## src/rtl/xbt_pkg.sv

```systemverilog
package xbt_pkg;

    // Sequencer phase; both kinds of inserted idle cycle share PH_GAP
    typedef enum logic [2:0] {
        PH_IDLE   = 3'd0,
        PH_GAP    = 3'd1,
        PH_SETUP  = 3'd2,
        PH_STROBE = 3'd3,
        PH_HOLD   = 3'd4
    } phase_e;

    // Kind of turnaround chosen for a newly accepted request
    typedef enum logic [1:0] {
        TA_NONE  = 2'd0,
        TA_DEV   = 2'd1,
        TA_EARLY = 2'd2
    } turn_e;

endpackage

```

## src/rtl/xbt_turn_decider.sv

```systemverilog
module xbt_turn_decider
    import xbt_pkg::*;
#(
    parameter int CS_W = 2
) (
    input  logic            prev_vld_i,
    input  logic [CS_W-1:0] prev_cs_i,
    input  logic            prev_wr_i,
    input  logic [CS_W-1:0] next_cs_i,
    input  logic            next_wr_i,
    output turn_e           turn_o
);

    logic dev_change;
    logic wr_to_rd;

    assign dev_change = prev_vld_i && (prev_cs_i != next_cs_i);
    assign wr_to_rd   = prev_vld_i && prev_wr_i && !next_wr_i;

    // A device change wins: the early-read cycle is never added on top
    always_comb begin
        if (dev_change) begin
            turn_o = TA_DEV;
        end else if (wr_to_rd) begin
            turn_o = TA_EARLY;
        end else begin
            turn_o = TA_NONE;
        end
    end

endmodule

```

## src/rtl/xbt_pin_drive.sv

```systemverilog
module xbt_pin_drive
    import xbt_pkg::*;
#(
    parameter int NCS  = 4,
    parameter int CS_W = 2
) (
    input  phase_e          phase_i,
    input  logic [CS_W-1:0] cs_i,
    input  logic            wr_i,
    output logic [NCS-1:0]  cs_n_o,
    output logic            rd_n_o,
    output logic            wr_n_o,
    output logic            oe_o
);

    logic in_window;
    logic in_strobe;

    assign in_window = (phase_i == PH_SETUP) || (phase_i == PH_STROBE) ||
                       (phase_i == PH_HOLD);
    assign in_strobe = (phase_i == PH_STROBE);

    for (genvar g = 0; g < NCS; g++) begin : g_sel
        assign cs_n_o[g] = !(in_window && (cs_i == CS_W'(g)));
    end

    assign rd_n_o = !(in_strobe && !wr_i);
    assign wr_n_o = !(in_strobe && wr_i);
    assign oe_o   = in_window && wr_i;

endmodule

```

## src/rtl/ext_bus_turnaround.sv

```systemverilog
module ext_bus_turnaround
    import xbt_pkg::*;
#(
    parameter int ADDR_W = 24,
    parameter int DATA_W = 8,
    parameter int NCS    = 4,
    localparam int CS_W  = (NCS > 1) ? $clog2(NCS) : 1
) (
    input  logic              clk,
    input  logic              rst_n,
    input  logic              req_valid,
    output logic              req_ready,
    input  logic              req_write,
    input  logic [CS_W-1:0]   req_cs,
    input  logic [ADDR_W-1:0] req_addr,
    input  logic [DATA_W-1:0] req_wdata,
    output logic              rsp_done,
    output logic [DATA_W-1:0] rsp_rdata,
    output logic [ADDR_W-1:0] bus_addr,
    output logic [DATA_W-1:0] bus_wdata,
    output logic              bus_wdata_oe,
    input  logic [DATA_W-1:0] bus_rdata,
    output logic [NCS-1:0]    bus_cs_n,
    output logic              bus_rd_n,
    output logic              bus_wr_n
);

    // last_* describe the most recently accepted access: while it runs it is
    // the current access, once it ends it is the history for the next one
    typedef struct packed {
        phase_e            phase;
        logic              last_vld;
        logic [CS_W-1:0]   last_cs;
        logic              last_wr;
        logic [ADDR_W-1:0] addr;
        logic [DATA_W-1:0] wdata;
        logic [DATA_W-1:0] rdata;
        logic              done;
    } seq_t;

    seq_t  st_q, st_d;
    turn_e turn;
    logic  accept;

    xbt_turn_decider #(.CS_W(CS_W)) u_decide (
        .prev_vld_i (st_q.last_vld),
        .prev_cs_i  (st_q.last_cs),
        .prev_wr_i  (st_q.last_wr),
        .next_cs_i  (req_cs),
        .next_wr_i  (req_write),
        .turn_o     (turn)
    );

    assign req_ready = (st_q.phase == PH_IDLE) || (st_q.phase == PH_HOLD);
    assign accept    = req_valid && req_ready;

    always_comb begin
        st_d      = st_q;
        st_d.done = (st_q.phase == PH_HOLD);
        unique case (st_q.phase)
            PH_IDLE, PH_HOLD: begin
                if (accept) begin
                    st_d.phase    = (turn == TA_NONE) ? PH_SETUP : PH_GAP;
                    st_d.last_vld = 1'b1;
                    st_d.last_cs  = req_cs;
                    st_d.last_wr  = req_write;
                    st_d.addr     = req_addr;
                    st_d.wdata    = req_wdata;
                end else begin
                    st_d.phase = PH_IDLE;
                end
            end
            PH_GAP:   st_d.phase = PH_SETUP;
            PH_SETUP: st_d.phase = PH_STROBE;
            PH_STROBE: begin
                st_d.phase = PH_HOLD;
                if (!st_q.last_wr) begin
                    st_d.rdata = bus_rdata;
                end
            end
            default:  st_d.phase = PH_IDLE;
        endcase
    end

    always_ff @(posedge clk or negedge rst_n) begin
        if (!rst_n) begin
            st_q <= '{phase: PH_IDLE, last_vld: 1'b0, last_cs: '0, last_wr: 1'b0,
                      addr: '0, wdata: '0, rdata: '0, done: 1'b0};
        end else begin
            st_q <= st_d;
        end
    end

    xbt_pin_drive #(.NCS(NCS), .CS_W(CS_W)) u_pins (
        .phase_i (st_q.phase),
        .cs_i    (st_q.last_cs),
        .wr_i    (st_q.last_wr),
        .cs_n_o  (bus_cs_n),
        .rd_n_o  (bus_rd_n),
        .wr_n_o  (bus_wr_n),
        .oe_o    (bus_wdata_oe)
    );

    assign bus_addr  = st_q.addr;
    assign bus_wdata = st_q.wdata;
    assign rsp_done  = st_q.done;
    assign rsp_rdata = st_q.rdata;

endmodule

```

## config.mk

```make
export PLATFORM = sky130hd
export DESIGN_NAME = ext_bus_turnaround
export DESIGN_NICKNAME = d
export VERILOG_FILES = /design/src/rtl/xbt_pkg.sv /design/src/rtl/xbt_turn_decider.sv /design/src/rtl/xbt_pin_drive.sv /design/src/rtl/ext_bus_turnaround.sv
export SDC_FILE = /design/constraint.sdc
export NUM_CORES = 1
export LEC_CHECK = 0
export BUFFER_PORTS_ARGS = -buffer_cell sky130_fd_sc_hd__buf_4
export CORE_ASPECT_RATIO = 1.25
export CORE_MARGIN = 1
export CORE_UTILIZATION = 51
export CTS_CLUSTER_SIZE = 24
export DETAILED_ROUTE_END_ITERATION = 8
export PLACE_DENSITY = 0.84
export SLEW_MARGIN = 10
export SYNTH_ARGS = -nofsm -noshare
export SYNTH_HDL_FRONTEND = slang
export SYNTH_SLANG_ARGS = --single-unit
export TNS_END_PERCENT = 100
```

## constraint.sdc

```tcl
create_clock -name clk -period 2.44 [get_ports clk]
set_input_delay 0.488 -clock clk [delete_from_list [all_inputs] [get_ports clk]]
set_output_delay 0.488 -clock clk [all_outputs]
set_load 0.03 [all_outputs]
```

==> run_results.csv <==
group,metric,value,unit
setup_path,crit_buf_inv,1,
power_and_ir_drop,ir_drop,0.000767,V
clocking,ctsResizeCount,0,
power_and_ir_drop,power_density,1550,mW/mm2
grt,gr-usage-all-layers,16.7,%
setup_path,crit_fanout,6,
sta,skew,0.00242,ns
synth,ys.warnings.count,0,
placed_design,place.gp.congestion,0.689,
synth,synth_top_area_share,51.2,%
clocking,cts.reportedPaths.clkPinSlew,0.08,ns
cells_and_area,fill_cells,354,
cells_and_area,mostFrequentLayoutCells,"95 x buf_4, 48 x dfrtp_1, 28 x mux2_4",
cells_and_area,final_area,0.00286,mm2
synth,yosys_register_bits,48,
setup_path,slowest_stage,"or3b_2",
cells_and_area,final_util,64.7,%
synth,netlist_area,0.00235,mm2
floorplan,core.rowCount,27,
power_and_ir_drop,leakagePower,1.41,nW
floorplan,start_util,53.0,%
route,drc,0,
floorplan,dieHeight,77.9,um
floorplan,coreArea,0.00443,mm2
setup_path,cp_top_family,"simple AND/OR/NAND/NOR gates",
sta,hold_slack,0.199,ns
sta,setup_ws,0.269,ns
clocking,cts_root_buffer,"clkbuf_8",
run_status,outcome,"complete, no violations",
route,dr.pass1.iters,2,
sta,finalSetupViolations,0,
setup_path,critPathLaunchType,"flip-flop",
sta,worst_slew_pin_slew,0.628,ns
clocking,clock-sinks,48,
setup_path,path_cells,"or3b_2 -> a211o_1 -> buf_4",
setup_path,required,1.95,ns
grt,grt_pass1_wl,6.24,mm
job,cap_violations,0,
synth,synthCells,161,
sta,hold_violations,0,
grt,grt_antenna_before_repair,0,
route,wl,3.88,mm
clocking,post_cts_buffers,0,
grt,gr-total-overflow,0,
cells_and_area,drive_above_1_share,69.1,%
setup_path,critical_path_arrival,1.68,ns
route,wl_per_cell,14.0,um
synth,yosysSeqAreaShare,51.2,%
setup_path,max_stage_delay,0.51,ns
cells_and_area,n_antenna_cell,0,
grt,first_global_vias,1381,
floorplan,dieWidth,62.7,um
placed_design,post-dp-hpwl,2.82,mm
cells_and_area,nets,265,
setup_path,end_kind,"output port",
sta,slew_headroom,58.1,%
cells_and_area,final_common_cell,"buf_4",
clocking,h-tree-depth,2,
hold_path,min-delay-path-class,"input pin to asynchronous set/reset pin",
synth,synth_largest_area_cell,"dfrtp_1",
clocking,clk_path_buf_depth,2,
placed_design,place_area,0.00275,mm2
placed_design,dp_slack,0.584,ns
sta,maxSlewViolCount,0,
clocking,hold_buffers,0,
sta,fin_crit_sh,89.0,%
route,vias,1332,
cells_and_area,register_area,0.00120,mm2
sta,rsz0062_at_grt,"no",
grt,grt_start_max_net_pins,49,
route,via_per_inst,4.79,
floorplan,io_pins,95,
synth,synth_area_leaders,"dfrtp_1 51%, mux2_4 18%, buf_4 13%",
clocking,cts_tree,"yes",
placed_design,io_buffer_count,94,
route,drtIter0Drc,32,
synth,synth_cell_types,24,
sta,clock.fmax,461,MHz
synth,syn-num-nets,207,
sta,timing.setup.tns,0,ns
cells_and_area,area_growth,22.0,%
route,postRouteAntennaNets,0,
sta,period_needed,2.17,ns
floorplan,dieArea,0.00488,mm2
setup_path,criticalPathCategory,"flip-flop to output port",
clocking,cts_made_buffers,5,
cells_and_area,multi_input_area,754,um2
clocking,insertion_delay,0.29,ns
synth,avgSynthCellArea,14.6,um2
[through the flow]
step | total power [mW] | instances
2_1_floorplan | 3.63 | 161
3_3_place_gp | 3.86 | 270
3_5_place_dp | 3.90 | 270
4_1_cts | 4.48 | 278
5_1_grt | 4.66 | 278
6_report | 4.43 | 278
[sequential cells by signal (all words and copies together), names as in the netlist]
| register | count |
|---|---|
| bus_wdata | 8 |
| rsp_rdata | 8 |
| bus_addr | 24 |
| st_q | 7 |
| rsp_done | 1 |
[power by group]
part	switching [mW]	internal [mW]	total, mW
sequential	0.257	1.19	1.45
combinational	1.28	1.15	2.43
clock	0.245	0.303	0.548
[cell type report]
type | instances | area share [%]
tap | 58 | 2.53
multi-input combinational | 66 | 26.3
clock buffer | 5 | 2.40
timing repair buffer | 95 | 24.9
inverter | 3 | 0.393
clock inverter | 3 | 1.49
sequential | 48 | 41.9
[worst register-to-register path, delay by kind of cell, from the launching register on]
kind             cells  cell delay (ns)
flip-flops           1             0.44
multiplexers         1             0.42
AND/OR/NAND/NOR      2             0.70
[final timing paths]
path | from | endpoint | slack, ns | depth (start not counted)
max | st_q[46]$_DFF_PN0_ | bus_cs_n[0] | 0.27 | 3
min | rst_n | bus_addr[15]$_DFFE_PN0P_ | 0.20 | 1
min reg2reg | st_q[47]$_DFF_PN0_ | st_q[46]$_DFF_PN0_ | 0.51 | 1
min in group clk | req_addr[3] | bus_addr[3]$_DFFE_PN0P_ | 0.43 | 2
max in group asynchronous | rst_n | st_q[47]$_DFF_PN0_ | 1.86 | 1
max reg2reg | st_q[46]$_DFF_PN0_ | bus_wdata[6]$_DFFE_PN0P_ | 0.76 | 3
[layer usage]
metal	GRT usage [%]	part of all wire, %	wire, um	up-vias
met1	19.5	41	1580	642
li1	-	-	-	619
met2	28.7	51	1970	67
met5	0	0	0	-
met4	4.88	0.95	37	0
met3	5.88	7.6	294	4
[cell families (layout without fill, tap and decap cells)]
logic type / Yosys count / in the layout / share of synthesized area, %
AOI/OAI and AO/OA: 5 / 5 / 1.65
DFF: 48 / 48 / 51.2
muxes: 43 / 43 / 25.1
buffers and inverters: 47 / 106 / 16.7
xor gates and xnor gates: 3 / 3 / 1.12
and+or+nand+nor: 15 / 15 / 4.26
[synth_stat cells]
cell       count
a211o_1        1
a21oi_1        1
and2_1         1
and2_4         1
and2b_2        1
buf_12         4
buf_4         40
dfrtp_1       48
inv_1          3
mux2_2        15
mux2_4        28
nand2_1        2
nand3_1        1
nand3b_1       3
nor2_2         2
nor2b_1        1
o2bb2ai_1      1
o311ai_0       1
o31ai_1        1
or2_2          1
or2b_1         1
or3b_2         1
xnor2_1        1
xor2_1         2
No activity file was read; power rests on OpenSTA's default activity.
